===== src/rtl/sdram_seq_pkg.sv =====
package sdram_seq_pkg;

  typedef enum logic [2:0] {
    OP_MODE  = 3'd0,
    OP_OPEN  = 3'd1,
    OP_READ  = 3'd2,
    OP_WRITE = 3'd3,
    OP_PRE   = 3'd4,
    OP_STOP  = 3'd5
  } req_op_e;

  // {cs_n, ras_n, cas_n, we_n}
  typedef enum logic [3:0] {
    PIN_MODE  = 4'b0000,
    PIN_OPEN  = 4'b0011,
    PIN_READ  = 4'b0101,
    PIN_WRITE = 4'b0100,
    PIN_PRE   = 4'b0010,
    PIN_STOP  = 4'b0110,
    PIN_IDLE  = 4'b0111
  } pin_code_e;

  function automatic int unsigned ps_to_cycles(int unsigned t_ps, int unsigned clk_ps);
    return (t_ps + clk_ps - 1) / clk_ps;
  endfunction

endpackage


===== src/rtl/sdram_reset_sync.sv =====
module sdram_reset_sync (
  input  logic clk,
  input  logic rst_n,
  output logic run_n
);
  logic [1:0] sync_q;

  always_ff @(posedge clk or negedge rst_n) begin
    if (!rst_n) sync_q <= 2'b00;
    else        sync_q <= {sync_q[0], 1'b1};
  end

  assign run_n = sync_q[1];
endmodule


===== src/rtl/sdram_bank_timer.sv =====
module sdram_bank_timer #(
  parameter int TRCD     = 3,
  parameter int TRAS_MIN = 6,
  parameter int TRAS_MAX = 15,
  localparam int CW = $clog2(TRAS_MAX + 1)
) (
  input  logic clk,
  input  logic rst_n,
  input  logic open_i,
  input  logic close_i,
  output logic active_o,
  output logic rcd_ok_o,
  output logic ras_ok_o,
  output logic ras_due_o
);
  logic          active_q, active_d;
  logic [CW-1:0] age_q, age_d;

  always_comb begin
    active_d = active_q;
    age_d    = age_q;
    if (open_i) begin
      active_d = 1'b1;
      age_d    = CW'(1);
    end else begin
      if (close_i) active_d = 1'b0;
      if (active_q && (age_q < CW'(TRAS_MAX))) age_d = age_q + CW'(1);
    end
  end

  always_ff @(posedge clk or negedge rst_n) begin
    if (!rst_n) begin
      active_q <= 1'b0;
      age_q    <= '0;
    end else begin
      active_q <= active_d;
      age_q    <= age_d;
    end
  end

  assign active_o  = active_q;
  assign rcd_ok_o  = active_q && (age_q >= CW'(TRCD));
  assign ras_ok_o  = active_q && (age_q >= CW'(TRAS_MIN));
  assign ras_due_o = active_q && (age_q >= CW'(TRAS_MAX));

  AST_CLOSE_NOT_EARLY: assert property (@(posedge clk) disable iff (!rst_n)
    close_i |-> (active_q && age_q >= CW'(TRAS_MIN)));
  AST_CLOSE_AT_LIMIT: assert property (@(posedge clk) disable iff (!rst_n)
    (active_q && age_q == CW'(TRAS_MAX)) |-> close_i);
  AST_OPEN_ONLY_IDLE: assert property (@(posedge clk) disable iff (!rst_n)
    open_i |-> !active_q);
endmodule


===== src/rtl/sdram_cmd_seq.sv =====
module sdram_cmd_seq
  import sdram_seq_pkg::*;
#(
  parameter int unsigned CLK_PS      = 7000,
  parameter int unsigned TRCD_PS     = 20000,
  parameter int unsigned TRRD_PS     = 14000,
  parameter int unsigned TRAS_MIN_PS = 42000,
  parameter int unsigned TRAS_MAX_PS = 100000,
  parameter int          MODE_GAP    = 2,
  parameter int          NUM_BANKS   = 4,
  parameter int          ADDR_W      = 12,
  parameter int          COL_W       = 8,
  localparam int         BA_W        = $clog2(NUM_BANKS)
) (
  input  logic              clk,
  input  logic              rst_n,
  input  logic              req_valid,
  input  logic [2:0]        req_op,
  input  logic [BA_W-1:0]   req_bank,
  input  logic [ADDR_W-1:0] req_addr,
  output logic              req_accept,
  output logic              req_error,
  output logic              sd_cs_n,
  output logic              sd_ras_n,
  output logic              sd_cas_n,
  output logic              sd_we_n,
  output logic [ADDR_W-1:0] sd_addr,
  output logic [BA_W-1:0]   sd_ba,
  output logic [NUM_BANKS-1:0] bank_active
);
  localparam int TRCD     = int'(ps_to_cycles(TRCD_PS, CLK_PS));
  localparam int TRRD     = int'(ps_to_cycles(TRRD_PS, CLK_PS));
  localparam int TRAS_MIN = int'(ps_to_cycles(TRAS_MIN_PS, CLK_PS));
  localparam int TRAS_MAX = int'(ps_to_cycles(TRAS_MAX_PS, CLK_PS));
  localparam int RW       = $clog2(TRRD + 1);
  localparam int MW       = $clog2(MODE_GAP + 1);
  localparam logic [ADDR_W-1:0] COL_MASK = ADDR_W'((1 << COL_W) - 1);

  logic run_n;
  sdram_reset_sync u_rst (.clk(clk), .rst_n(rst_n), .run_n(run_n));

  logic [NUM_BANKS-1:0] open_v, close_v, active_v, rcd_ok, ras_ok, ras_due;

  for (genvar b = 0; b < NUM_BANKS; b++) begin : g_bank
    sdram_bank_timer #(.TRCD(TRCD), .TRAS_MIN(TRAS_MIN), .TRAS_MAX(TRAS_MAX)) u_tmr (
      .clk(clk), .rst_n(run_n), .open_i(open_v[b]), .close_i(close_v[b]),
      .active_o(active_v[b]), .rcd_ok_o(rcd_ok[b]), .ras_ok_o(ras_ok[b]),
      .ras_due_o(ras_due[b]));
  end

  logic          moded_q, moded_d;
  logic [MW-1:0] gap_q, gap_d;
  logic [RW-1:0] rrd_q, rrd_d;
  logic [BA_W-1:0] due_bank;
  logic          mode_fire;
  pin_code_e     pins;

  always_comb begin
    due_bank = '0;
    for (int i = NUM_BANKS - 1; i >= 0; i--) begin
      if (ras_due[i]) due_bank = BA_W'(i);
    end
  end

  always_comb begin
    pins       = PIN_IDLE;
    sd_addr    = '0;
    sd_ba      = '0;
    req_accept = 1'b0;
    req_error  = 1'b0;
    open_v     = '0;
    close_v    = '0;
    mode_fire  = 1'b0;
    if (!run_n) begin
      pins = PIN_IDLE;
    end else if (|ras_due) begin
      pins              = PIN_PRE;
      sd_ba             = due_bank;
      close_v[due_bank] = 1'b1;
    end else if ((gap_q == '0) && req_valid) begin
      if (req_op == OP_MODE) begin
        if (|active_v) req_error = 1'b1;
        else begin
          pins       = PIN_MODE;
          sd_addr    = req_addr;
          sd_ba      = req_bank;
          mode_fire  = 1'b1;
          req_accept = 1'b1;
        end
      end else if (!moded_q) begin
        req_error = 1'b1;
      end else begin
        unique case (req_op)
          OP_OPEN: begin
            if (active_v[req_bank]) req_error = 1'b1;
            else if (rrd_q >= RW'(TRRD)) begin
              pins             = PIN_OPEN;
              sd_addr          = req_addr;
              sd_ba            = req_bank;
              open_v[req_bank] = 1'b1;
              req_accept       = 1'b1;
            end
          end
          OP_READ, OP_WRITE: begin
            if (!active_v[req_bank]) req_error = 1'b1;
            else if (rcd_ok[req_bank]) begin
              pins       = (req_op == OP_READ) ? PIN_READ : PIN_WRITE;
              sd_addr    = req_addr & COL_MASK;
              sd_ba      = req_bank;
              req_accept = 1'b1;
            end
          end
          OP_PRE: begin
            if (!active_v[req_bank]) req_error = 1'b1;
            else if (ras_ok[req_bank]) begin
              pins              = PIN_PRE;
              sd_ba             = req_bank;
              close_v[req_bank] = 1'b1;
              req_accept        = 1'b1;
            end
          end
          OP_STOP: begin
            pins       = PIN_STOP;
            req_accept = 1'b1;
          end
          default: req_error = 1'b1;
        endcase
      end
    end
  end

  always_comb begin
    moded_d = moded_q | mode_fire;
    gap_d   = gap_q;
    rrd_d   = rrd_q;
    if (mode_fire)           gap_d = MW'(MODE_GAP - 1);
    else if (gap_q != '0)    gap_d = gap_q - MW'(1);
    if (|open_v)             rrd_d = RW'(1);
    else if (rrd_q < RW'(TRRD)) rrd_d = rrd_q + RW'(1);
  end

  always_ff @(posedge clk or negedge run_n) begin
    if (!run_n) begin
      moded_q <= 1'b0;
      gap_q   <= '0;
      rrd_q   <= RW'(TRRD);
    end else begin
      moded_q <= moded_d;
      gap_q   <= gap_d;
      rrd_q   <= rrd_d;
    end
  end

  assign {sd_cs_n, sd_ras_n, sd_cas_n, sd_we_n} = pins;
  assign bank_active = active_v;

  AST_RW_AFTER_RCD: assert property (@(posedge clk) disable iff (!run_n)
    (pins == PIN_READ || pins == PIN_WRITE) |-> rcd_ok[sd_ba]);
  AST_OPEN_SPACING: assert property (@(posedge clk) disable iff (!run_n)
    (pins == PIN_OPEN) |-> (rrd_q >= RW'(TRRD)));
  AST_MODE_ALL_IDLE: assert property (@(posedge clk) disable iff (!run_n)
    (pins == PIN_MODE) |-> (bank_active == '0));
  AST_MODE_GAP: assert property (@(posedge clk) disable iff (!run_n)
    (pins == PIN_MODE) |=> (pins == PIN_IDLE));
  AST_STROBE_EXCL: assert property (@(posedge clk) disable iff (!run_n)
    !(req_accept && req_error));
  AST_ACCEPT_DRIVES: assert property (@(posedge clk) disable iff (!run_n)
    req_accept |-> (pins != PIN_IDLE));
endmodule


===== config.mk =====
export PLATFORM = sky130hd
export DESIGN_NAME = sdram_cmd_seq
export DESIGN_NICKNAME = d
export VERILOG_FILES = /design/src/rtl/sdram_seq_pkg.sv /design/src/rtl/sdram_reset_sync.sv /design/src/rtl/sdram_bank_timer.sv /design/src/rtl/sdram_cmd_seq.sv
export SDC_FILE = /design/constraint.sdc
export NUM_CORES = 1
export LEC_CHECK = 0
export CORE_ASPECT_RATIO = 0.6
export CORE_UTILIZATION = 30
export CTS_BUF_LIST = sky130_fd_sc_hd__clkbuf_8
export DETAILED_ROUTE_END_ITERATION = 10
export DONT_BUFFER_PORTS = 1
export GPL_ROUTABILITY_DRIVEN = 0
export HOLD_SLACK_MARGIN = 0.03
export PLACE_DENSITY = 0.45
export SLEW_MARGIN = 20
export SYNTH_ARGS = -nofsm -noshare
export SYNTH_HDL_FRONTEND = slang
export SYNTH_SLANG_ARGS = --single-unit

===== constraint.sdc =====
create_clock -name clk -period 2.6 [get_ports clk]
set_clock_uncertainty 0.1 [all_clocks]
set_input_delay 0.39 -clock clk [delete_from_list [all_inputs] [get_ports clk]]
set_output_delay 0.39 -clock clk [all_outputs]
set_load 0.02 [all_outputs]

Word level (Yosys, flattened, before mapping)

Index checks and enable logic that the tools add are counted.

$add $sub $neg: 6
Magnitude comparators: 22
Eq/ne operators: 5
Multiplexer cells: 114
Bitwise gates (word level): 1
Reduce and logical (&&, ||, !) cells: 37

Operator list:

| cell                                                                                | count |
|---|---|
| 4-bit 2-to-1 mux                                                                    | 28 |
| 12-bit 2-to-1 mux                                                                   | 8 |
| 2-bit 2-to-1 mux                                                                    | 22 |
| 1-bit 2-to-1 mux                                                                    | 38 |
| 12-bit case mux with 2 select lines                                                 | 1 |
| 2-bit nonzero test                                                                  | 11 |
| 1-bit logical AND                                                                   | 19 |
| 3-bit 2-to-1 mux                                                                    | 6 |
| 4-bit by 1-bit adder with 4-bit output, second input constant                       | 4 |
| 4-bit by 2-bit greater-or-equal comparator with 1-bit output, second input constant | 4 |
| 4-bit by 3-bit greater-or-equal comparator with 1-bit output, second input constant | 4 |
| 4-bit greater-or-equal comparator, second input constant                            | 4 |
| 4-bit < comparator, second input constant                                           | 4 |
| 8-bit 2-to-1 mux                                                                    | 2 |
| 3-bit case mux with 4 select lines                                                  | 1 |
| 4-bit OR reduction                                                                  | 3 |
| 1-bit binary-select mux with 2-bit select                                           | 3 |
| 3-bit by 2-bit == test with 1-bit output, second input constant                     | 2 |
| 3-bit == test, second input constant                                                | 2 |
| 2-bit by 3-bit < comparator with 1-bit output, second input constant                | 2 |
| 2-bit case mux with 3 select lines                                                  | 1 |
| 1-bit demux with 2-bit select                                                       | 2 |
| 2-bit by 1-bit greater-or-equal comparator with 1-bit output, second input constant | 2 |
| 1-bit case mux with 4 select lines                                                  | 1 |
| other kinds (11)                                                                    | 11 |

Bits in registers: 27
Input bits: 20
Output and inout port bits: 24

Depth between registers and ports, before layout

Gate-level depths: netlist of the first run.

Depth in word-level cells: 14
Depth in mapped cells: 9

By module

A second synthesis of the first run with hierarchy kept.

Cells, all modules: 269
Area, all modules: 2288.4 um2

By module, submodules not included:

| module           | instances | cells an instance | area each (um2) | sequential area each (um2) |
|---|---|---|---|---|
| sdram_bank_timer | 4         | 29                | 299.0           | 125.1 |
| sdram_cmd_seq    | 1         | 150               | 1038.5          | 126.4 |
| sdram_reset_sync | 1         | 3                 | 53.8            | 50.0 |

Worst setup path before layout of the first run

OpenSTA, ideal clock, no wires.

Path kind: input to output
Start point: in req_bank[0]
End point: out sd_ba[0]
Arrival: 2224 ps
Setup slack: -114 ps
Cell stages on the path: 6
Path buffers: 1
Path through: buf_6 mux4_2 nor4_2 a2111o_1 nand3_1 a311oi_1

Word-level cells in the longest chain between the ends: 10
Elaborated cells on any way between the ends: 19
Those cells by class: 19 x mux

RTL lines:

| item                                                                | line                                       | text |
|---|---|---|
| start, declared                                                     | sdram_cmd_seq.sv:19                        | `input logic [BA_W-1:0] req_bank,` |
| 1-bit binary-select mux with 2-bit select, on equally long branches | sdram_cmd_seq.sv:115, sdram_cmd_seq.sv:106 |  |
| 1-bit 2-to-1 mux, on equally long branches                          | sdram_cmd_seq.sv:115, sdram_cmd_seq.sv:106 |  |
| 2-bit 2-to-1 mux, on equally long branches                          | sdram_cmd_seq.sv:115, sdram_cmd_seq.sv:106 |  |
| 2-bit 2-to-1 mux, on equally long branches                          | sdram_cmd_seq.sv:114, sdram_cmd_seq.sv:105 |  |
| 2-bit case mux with 3 select lines                                  | sdram_cmd_seq.sv:93                        | `unique case (req_op)` |
| 2-bit 2-to-1 mux                                                    | sdram_cmd_seq.sv:90                        | `end else if (!moded_q) begin` |
| 2-bit 2-to-1 mux *                                                  | sdram_cmd_seq.sv:81                        | `if (req_op == OP_MODE) begin` |
| 2-bit 2-to-1 mux *                                                  | sdram_cmd_seq.sv:80                        | `end else if ((gap_q == '0) && req_valid) begin` |
| 2-bit 2-to-1 mux *                                                  | sdram_cmd_seq.sv:76                        | `end else if (\|ras_due) begin` |
| 2-bit 2-to-1 mux *                                                  | sdram_cmd_seq.sv:74                        | `if (!run_n) begin` |
| end, declared                                                       | sdram_cmd_seq.sv:28                        | `output logic [BA_W-1:0] sd_ba,` |

Every way passes the cells marked *; elsewhere a longest branch is shown, timed or not. The select of a mux whose other input is x is not followed.

Worst setup path in the final report of the first run

Start point: reg g_bank[3].u_tmr.active_q
End point: out sd_ba[0]

Word-level cells in the longest chain between the ends: 11
Elaborated cells on any way between the ends: 27
Those cells by class: 22 x mux; 5 x reduce/logical

RTL lines:

| item                                                                | line                                           | text |
|---|---|---|
| start, declared                                                     | sdram_bank_timer.sv:16                         | `logic active_q, active_d;` |
| start signal, assigned                                              | sdram_bank_timer.sv:36                         | `active_q <= active_d;` |
| 1-bit logical AND, on equally long branches                         | sdram_bank_timer.sv:43, sdram_bank_timer.sv:42 |  |
| 1-bit binary-select mux with 2-bit select, on equally long branches | sdram_cmd_seq.sv:115, sdram_cmd_seq.sv:106     |  |
| 1-bit 2-to-1 mux, on equally long branches                          | sdram_cmd_seq.sv:115, sdram_cmd_seq.sv:106     |  |
| 2-bit 2-to-1 mux, on equally long branches                          | sdram_cmd_seq.sv:115, sdram_cmd_seq.sv:106     |  |
| 2-bit 2-to-1 mux, on equally long branches                          | sdram_cmd_seq.sv:114, sdram_cmd_seq.sv:105     |  |
| 2-bit case mux with 3 select lines                                  | sdram_cmd_seq.sv:93                            |  |
| 2-bit 2-to-1 mux                                                    | sdram_cmd_seq.sv:90                            |  |
| 2-bit 2-to-1 mux                                                    | sdram_cmd_seq.sv:81                            |  |
| 2-bit 2-to-1 mux                                                    | sdram_cmd_seq.sv:80                            |  |
| 2-bit 2-to-1 mux *                                                  | sdram_cmd_seq.sv:76                            |  |
| 2-bit 2-to-1 mux *                                                  | sdram_cmd_seq.sv:74                            |  |

Marks and branches as above.

==> summary.md, run 1 <==
The flow ran to the end, but the final reports show violations. The checks that failed: negative setup slack. The maximum fanout along the worst path is 4, and the worst-case headroom to the max-slew limit is 65.7%. For this run, design rule violations remaining after detail routing come to 0. The x dimension of the die works out to 107 um. The synthesized netlist devotes 17.4% of its cell area to compound gates. The sequential share of the synthesized area came out at 33.9%.

The run gives 37.2% as the fraction of power consumed by sequential logic. The number of nets in the synthesized netlist is 265. Setup total negative slack on the finished layout was measured at -2.59 ns. The worst setup path is captured at an output port. Counting instances in the post-synthesis netlist gives the leading cell types as dfrtp_1 (26), nor2_1 (25), o21ai_0 (17).

At the worst endpoint, the required time is 2.11 ns. The initial antenna violation count is 0, and the share of the synthesized netlist area taken by xor and xnor gates is 5.26%. The post-synthesis cell count is 235. The synthesized area divided by synthesized cell count came out at 8.51 um^2. The maximum resistive drop on vdd was 0.000260 V; the fraction of power spent switching nets was 40.2%.

The critical register-to-register path endpoint was g_bank[0].u_tmr.age_q[1]. For the initial core utilization, the log shows 31.9%. The final critical path time including I/O delays and setup is 2.86 ns, and the count of flip-flops with a built-in enable after synthesis is 0.

Core area: 6280 um^2. In this run the core area contains 22 standard-cell rows. The root buffer cell chosen for the clock tree is clkbuf_8. The clock reaches the later pin of the worst-skew pair after 0.30 ns. Summing every instance area after synthesis gives 2000 um^2. The primary flip-flop cell chosen by synthesis mapping was dfrtp_1.

Synthesis inferred 27 register bits. The average detailed-routed wire length per instance is 16.7 um. For the pin with the worst max-slew slack, the measured transition is 0.511 ns. The multiplexer share of the synthesized area is 1.63%. The most used standard cell by instance count after synthesis is dfrtp_1. The launch instance of the worst min-delay path is req_valid. Timing would allow up to 350 MHz. The total detailed-routing wirelength came out at 6.12 mm. The first global-routing pass estimated 9.90 mm of wire. The pre-antenna-repair detailed-routing pass consisted of 4 iterations. After clock tree synthesis, the clock-pin slew on the worst setup and hold paths is 0.12 ns. 44 I/O pins were placed. After global routing the overflow that remains totals 0. The final layout net count is 313, and the net switching power is 714 uW. On the final layout, the worst hold slack is 0.159 ns.

The number of cell instances on the worst register-to-register path was 9; the maximum level of the CTS H-tree was 1. The global-route total usage across every layer is 18.6%, and the final clock period utilization by the worst path is 110%. The tools report the capturing element of the worst setup path as sd_ba[0]. Vias per cell: 5.28. The clock net in this run drives a total of 27 sinks. The vertical extent of the die is 65.2 um. The kind of critical path was flip-flop to output port. Summed over all cells, the static leakage comes to 1.11 nW. The via count was 1933. TritonCTS built the clock tree. Power density normalized to cell area: 648 nW/um^2. HPWL after detailed placement: 4.37 mm. The top cell type's share of synthesized area works out to 32.5%.

The run gives 7010 um^2 as the full die area. The worst setup slack after placement was 0.0182 ns. The clock network accounts for 16.1% of the total power. Measured on the finished design, the core utilization comes to 43.7%. Setup violations remaining at the end of the flow were counted as 17.

Setup repair after global routing could not meet its margin everywhere. Data on the critical path arrives at its endpoint at 2.37 ns. Entering global routing, the biggest net connects 32 pins. The count of buffers added on input and output ports is 0.

In this run, the number of DRC markers left after iteration 0 of detailed routing was 132. TritonCTS created 3 clock buffers. The number of distinct standard cells referenced by the synthesized netlist is 54. The total count of hold-check failures in the final report is 0. The slack of the critical path is -0.258 ns.

By area the synthesized netlist is led by dfrtp_1 (33%), ha_1 (6.3%), nor2_1 (4.7%). In this run the worst setup path begins at g_bank[3].u_tmr.active_o. The Yosys step of the flow raised 0 warnings. In this run the critical register-to-register path is launched from g_bank[2].u_tmr.age_q[0]. The tools report the via count of the first global-routing pass as 1826.

The adder-cell share of the synthesized area is 6.26%. The number of diodes is 0. The number of nets with antenna violations after detailed routing came out at 0. The min-delay analysis places its worst path in the category primary input to flip-flop. Combinational group share of total power: 46.8%.

The worst setup path is launched from a flip-flop. Summed over all instances, the cell type with the most area after synthesis is dfrtp_1. The maximum clock insertion buffer count was 2. The max-cap violation count is 0. The area growth from synthesis to layout is 37.2%. The tools report the cell-internal power as 1.06 mW. The share of async-settable or async-resettable flops after synthesis was 100%; the fraction of final layout cells sized beyond drive strength 1 was 39.4%.

The max-slew violation total from the final report is 0. The setup check on the worst reg-to-reg path leaves a slack of 0.10 ns. After synthesis, the largest family of logic cells by area is simple AND/OR/NAND/NOR gates. Summing the areas of all and, or, nand and nor instances in the mapped netlist gives 28.4% of the synthesized area.
==> per-stage QoR <==
step | instances | cell area, um^2 | total power [mW]
global placement | 343 | 2300 | 1.31
global route | 366 | 2740 | 1.92
detailed placement | 343 | 2300 | 1.30
finish | 366 | 2740 | 1.78
floorplan | 235 | 2010 | 1.06
CTS | 360 | 2610 | 1.69
==> registers in the layout (all words and copies together), names as in the netlist <==
name,count
u_rst.sync_q,2
moded_q,1
gap_q,2
rrd_q,2
g_bank.u_tmr.active_o,4
g_bank.u_tmr.age_q,16
==> layout make-up <==
type,count,area [um^2]
clock buffers,3,41.3
clock inverters,1,8.76
fillers,620,3530
inverters,15,56.3
multi-input cells,181,1420
flip-flops and latches,27,678
well taps,84,105
repair buffers,55,434
==> power by group through the flow <==
stage               clock network (mW)  registers [mW]  logic [mW]
finish                           0.285           0.661       0.832
global route                     0.308           0.680       0.927
CTS                              0.289           0.654       0.751
detailed placement                   0           0.659       0.638
global placement                     0           0.661       0.647
floorplan                            0           0.636       0.427
==> worst max-delay path, cell delays in order, from the launching register on <==
cell and delay [ns]:
dfrtp_1 0.41, mux4_2 0.55, o31a_1 0.16, and3_4 0.19, a2111o_1 0.40, nand3_2 0.10
a311oi_2 0.09, buf_4 0.17
==> cells by family (layout without fill, tap and decap cells) <==
family / count (synthesis) / in the layout
AO/OA/AOI/OAI: 53 / 53
XOR/XNOR: 12 / 12
adder cells (fa/ha/maj): 10 / 10
buffers and inverters: 27 / 74
flip-flops: 27 / 27
multiplexers: 2 / 2
other: 2 / 2
AND/OR/NAND/NOR: 102 / 102
==> worst min-delay path by stage <==
| stage | to | slack (ns) | cells after the start |
|---|---|---|---|
| 6_report | moded_q | 0.16 | 1 |
| 4_1_cts | moded_q | 0.16 | 1 |
| 2_1_floorplan | u_rst.sync_q[0] | -0.006 | 0 |
| 3_5_place_dp | u_rst.sync_q[1] | -0.006 | 0 |
| 5_1_grt | g_bank[0].u_tmr.age_q[3] | 0.15 | 2 |
| 3_3_place_gp | u_rst.sync_q[1] | -0.006 | 0 |
==> timing repair <==
item / in CTS / in global routing
hold buffers: 1 / 0
pin swaps: 29 / 20
buffers inserted: 13 / 7
endpoints found under the setup margin: 18 / 36
hold endpoints to repair: 2 / 0
gates resized for setup: 51 / 26
==> per-layer routing <==
metal,global-route usage [%],part of all wire [%]
met3,3.67,6.2
met2,26.2,40
met5,0,0
met4,2.57,0.47
met1,29.1,54
==> layout by cell type (no fill, tap or decap), drive strengths merged, types with 8 or more instances in the layout <==
| master | count |
|---|---|
| dfrtp | 26 |
| buf | 54 |
| nand4 | 10 |
| a21oi | 8 |
| ha | 10 |
| o21ai | 17 |
| nor2 | 26 |
| xor2 | 8 |
| inv | 16 |
| and2 | 11 |
| nand2 | 14 |
Note: power is estimated with default switching activity, not from simulation.
==> run 2: changes to the inputs <==
RECOVER_POWER = 100   (was default)
==> run 2 against run 1 <==
Against the previous run:
- the flow still finishes with violations (negative setup slack)
- power is 0.40% lower
- register-to-register slack hardly changed
- core utilization is 0.30 points lower
- setup slack hardly changed
- clock power hardly changed
- combinational power is 0.8% lower
- non-clock buffer count stayed put
- flip-flop and latch count stayed put
- maximum frequency hardly changed
- first-iteration DRC count is 17% lower
- largest power group unchanged
- highest routed layer unchanged
==> summary.md, run 2 (synthesized netlist as in run 1, its figures left out) <==
The power density normalized to cell area works out to 650 nW/um^2 (+0.29%). In this run the clock root is driven by a clkbuf_8. Average detailed-routed wire length per instance: 16.8 um (+0.26%). The run gives 7010 um^2 (unchanged) as the full die area. The checks that failed: negative setup slack. The count of placed standard cells in the final layout, fillers left out came out at 366 (unchanged). The iteration-0 DRC count of the detailed router is 109 (-17%), and the final layout net count is 313 (unchanged). Launching instance or port of the critical path: g_bank[3].u_tmr.active_o. The leading cell type in the layout, fill and taps excluded is buf_4.

The run gives 1.06 mW (-0.51%) as the cell-internal power. The total count of hold-check failures in the final report was 0 (unchanged). The tools report the power after layout as 1.77 mW (-0.40%). TritonCTS built the clock tree.

The logs give 678 um^2 (unchanged) for the combined flip-flop and latch cell area and 1420 um^2 (unchanged) for the combined area of the multi-input logic cells. The tools report the residual DRC count as 0 (unchanged). The x dimension of the die came out at 107 um (unchanged). The final critical path time including I/O delays and setup was 2.86 ns (-0.000281 ns). The fraction of power spent switching nets is 40.3% (+0.067 points), and the signed area change from the synthesized netlist to the final layout is 36.2%. The logs give 343 (unchanged) for the number of instances in the placed design and 0 (unchanged) for the total grt overflow. Number of setup violations in the final report: 18 (+1). The peak clock frequency supported by timing was 350 MHz (about the same); the length of the first detailed-routing pass in iterations was 4 (unchanged).

In the layout the commonest cells are buf_4 (43), dfrtp_1 (25), nor2_1 (20), inv_1 (13), nand2_1 (13). The total detailed-routing wirelength is 6.14 mm (+0.26%). Combinational group share of total power: 46.6% (-0.2 points).

The max-slew violation total from the final report was 0 (unchanged). The run gives 0.30 ns (about the same) as the insertion delay to the later sink of the worst-skew pair. Category of the worst setup path capture point: an output port. For the slack of the critical path, the log shows -0.258 ns (+0.000281 ns). The tools report the max-cap violation count as 0 (unchanged). The tools report the maximum level of the CTS H-tree as 1 (unchanged). The worst setup slack after placement came out at 0.0182 ns (unchanged).

The fraction of final layout cells sized beyond drive strength 1 was 37.6% (-1.8 points). The number of sinks handled by clock tree synthesis was 27 (unchanged); the maximum clock insertion buffer count was 2 (unchanged). The tools report the number of diodes as 0 (unchanged).

The clock-pin slew reported for the worst setup and hold paths after clock tree synthesis was 0.12 ns (about the same); the total clock buffers created by CTS was 3 (unchanged). The vias per cell works out to 5.35 (+1.2%). The maximum fanout along the worst path was 4 (unchanged). Number of buffers and inverters on the critical path: 1 (unchanged).

The delay of the slowest critical-path stage is 0.55 ns (about the same), and the maximum resistive drop on vdd is 0.000258 V (-0.91%). The type of element launching the critical path was a flip-flop. For the share of total power in the clock network, the log shows 16.1% (about the same). The register containing the most flip-flops in the final layout is g_bank.u_tmr.age_q. The kind of critical path was flip-flop to output port.

The tools report the net switching power as 713 uW (-0.23%). The tightest min-delay check is of the primary input to flip-flop type. Vertical extent of the die: 65.2 um (unchanged).

The launch instance of the worst min-delay path is req_valid. The logs give 37.3% (about the same) for the fraction of power consumed by sequential logic and 1957 (+1.2%) for the via count. The number of flip-flops in the largest register is 16 (unchanged). The first-pass GRT wire length is 9.90 mm (unchanged). The logs give 18.6% (unchanged) for the global-route total usage across every layer and 1.08 nW (-2.0%) for the leakage power total. The tools report the core area as 6280 um^2 (unchanged). Required time of the critical path: 2.11 ns (about the same). The startpoint of the most critical register-to-register path was g_bank[2].u_tmr.age_q[0]. Traced cell by cell, the critical path runs through mux4_2 -> o31a_1 -> and3_4 -> a2111o_1 -> nand3_2 -> a311oi_2 -> buf_4. The run finished, with violations left. Via count of the first global-routing pass: 1826 (unchanged). The data arrival time of the critical path was 2.37 ns (about the same); the largest net degree at the start of global routing was 32 (unchanged).

The HPWL after detailed placement was 4.37 mm (unchanged); the number of top-level design ports was 44 (unchanged). Setup repair after global routing could not meet its margin everywhere. The number of nets with antenna violations after detailed routing came out at 0 (unchanged). The initial core utilization was 31.9% (unchanged). Cell type group with the largest total delay on the critical path: compound AO/OA/AOI/OAI gates.

The tools report the number of fillers in the final layout as 623 (+0.48%). The quantity of I/O buffers inserted on ports was 0 (unchanged); the initial antenna violation count was 0 (unchanged). The run gives 22 (unchanged) as the number of rows in the core area.

The final clock period utilization by the worst path was 110% (about the same). The slowest stage of the critical path belongs to the cell mux4_2.
run 2: changes by cell type in the layout (fill, tap and decap cells not counted), sizes merged:
cell / change
buf: -6
clkbuf: +6
run 2: power groups by stage:
stage	logic, mW	registers (mW)	clock network (mW)
finish	0.825	0.660	0.285
global route	0.922	0.680	0.308
CTS	0.751	0.654	0.289
detailed placement	0.638	0.659	0
global placement	0.647	0.661	0
floorplan	0.427	0.636	0
run 2: stage by stage:
step / hold slack (ns) / utilization, % / setup TNS [ns] / instance area (um^2)
3_5_place_dp: -0.00553 / 36.7 / 0 / 2300
5_1_grt: 0.149 / 43.4 / -4.49 / 2720
4_1_cts: 0.160 / 41.6 / -2.52 / 2610
6_report: 0.158 / 43.4 / -2.68 / 2720
3_3_place_gp: -0.00555 / 36.7 / 0 / 2300
2_1_floorplan: -0.00559 / - / -0.0201 / 2010
run 2: worst paths after layout:
| kind | endpoint | slack (ns) | cells after the start |
|---|---|---|---|
| setup / recovery | sd_ba[0] | -0.26 | 7 |
| hold / removal | moded_q | 0.16 | 1 |
| setup reg to reg | g_bank[0].u_tmr.active_o | 0.11 | 9 |
| hold reg to reg | g_bank[1].u_tmr.active_o | 0.25 | 1 |
| max in group asynchronous | rrd_q[1] | 1.82 | 1 |
| min in group asynchronous | u_rst.sync_q[0] | 0.22 | 1 |
run 2: layout make-up:
type / instances / share of cell area [%]
multi-input combinational: 181 / 52.1
inverter: 15 / 2.07
timing repair buffer: 55 / 15.3
clock inverter: 1 / 0.322
sequential: 27 / 24.9
tap: 84 / 3.86
clock buffer: 3 / 1.52
run 2: per-layer routing:
layer	track usage, %	wire length (um)	vias to the layer above
li1	-	-	925
met3	3.67	419	4
met2	26.2	2470	76
met1	29.1	3220	952
met4	2.57	29	0
met5	0	0	-
run 2: what timing repair did:
| item | 4_1_cts | 5_1_grt |
|---|---|---|
| endpoints found under the setup margin | 18 | 36 |
| buffers inserted | 13 | 7 |
| hold buffers | 1 | 0 |
| pin swaps | 29 | 20 |
| hold endpoints to repair | 2 | 0 |
| gates resized for setup | 51 | 26 |
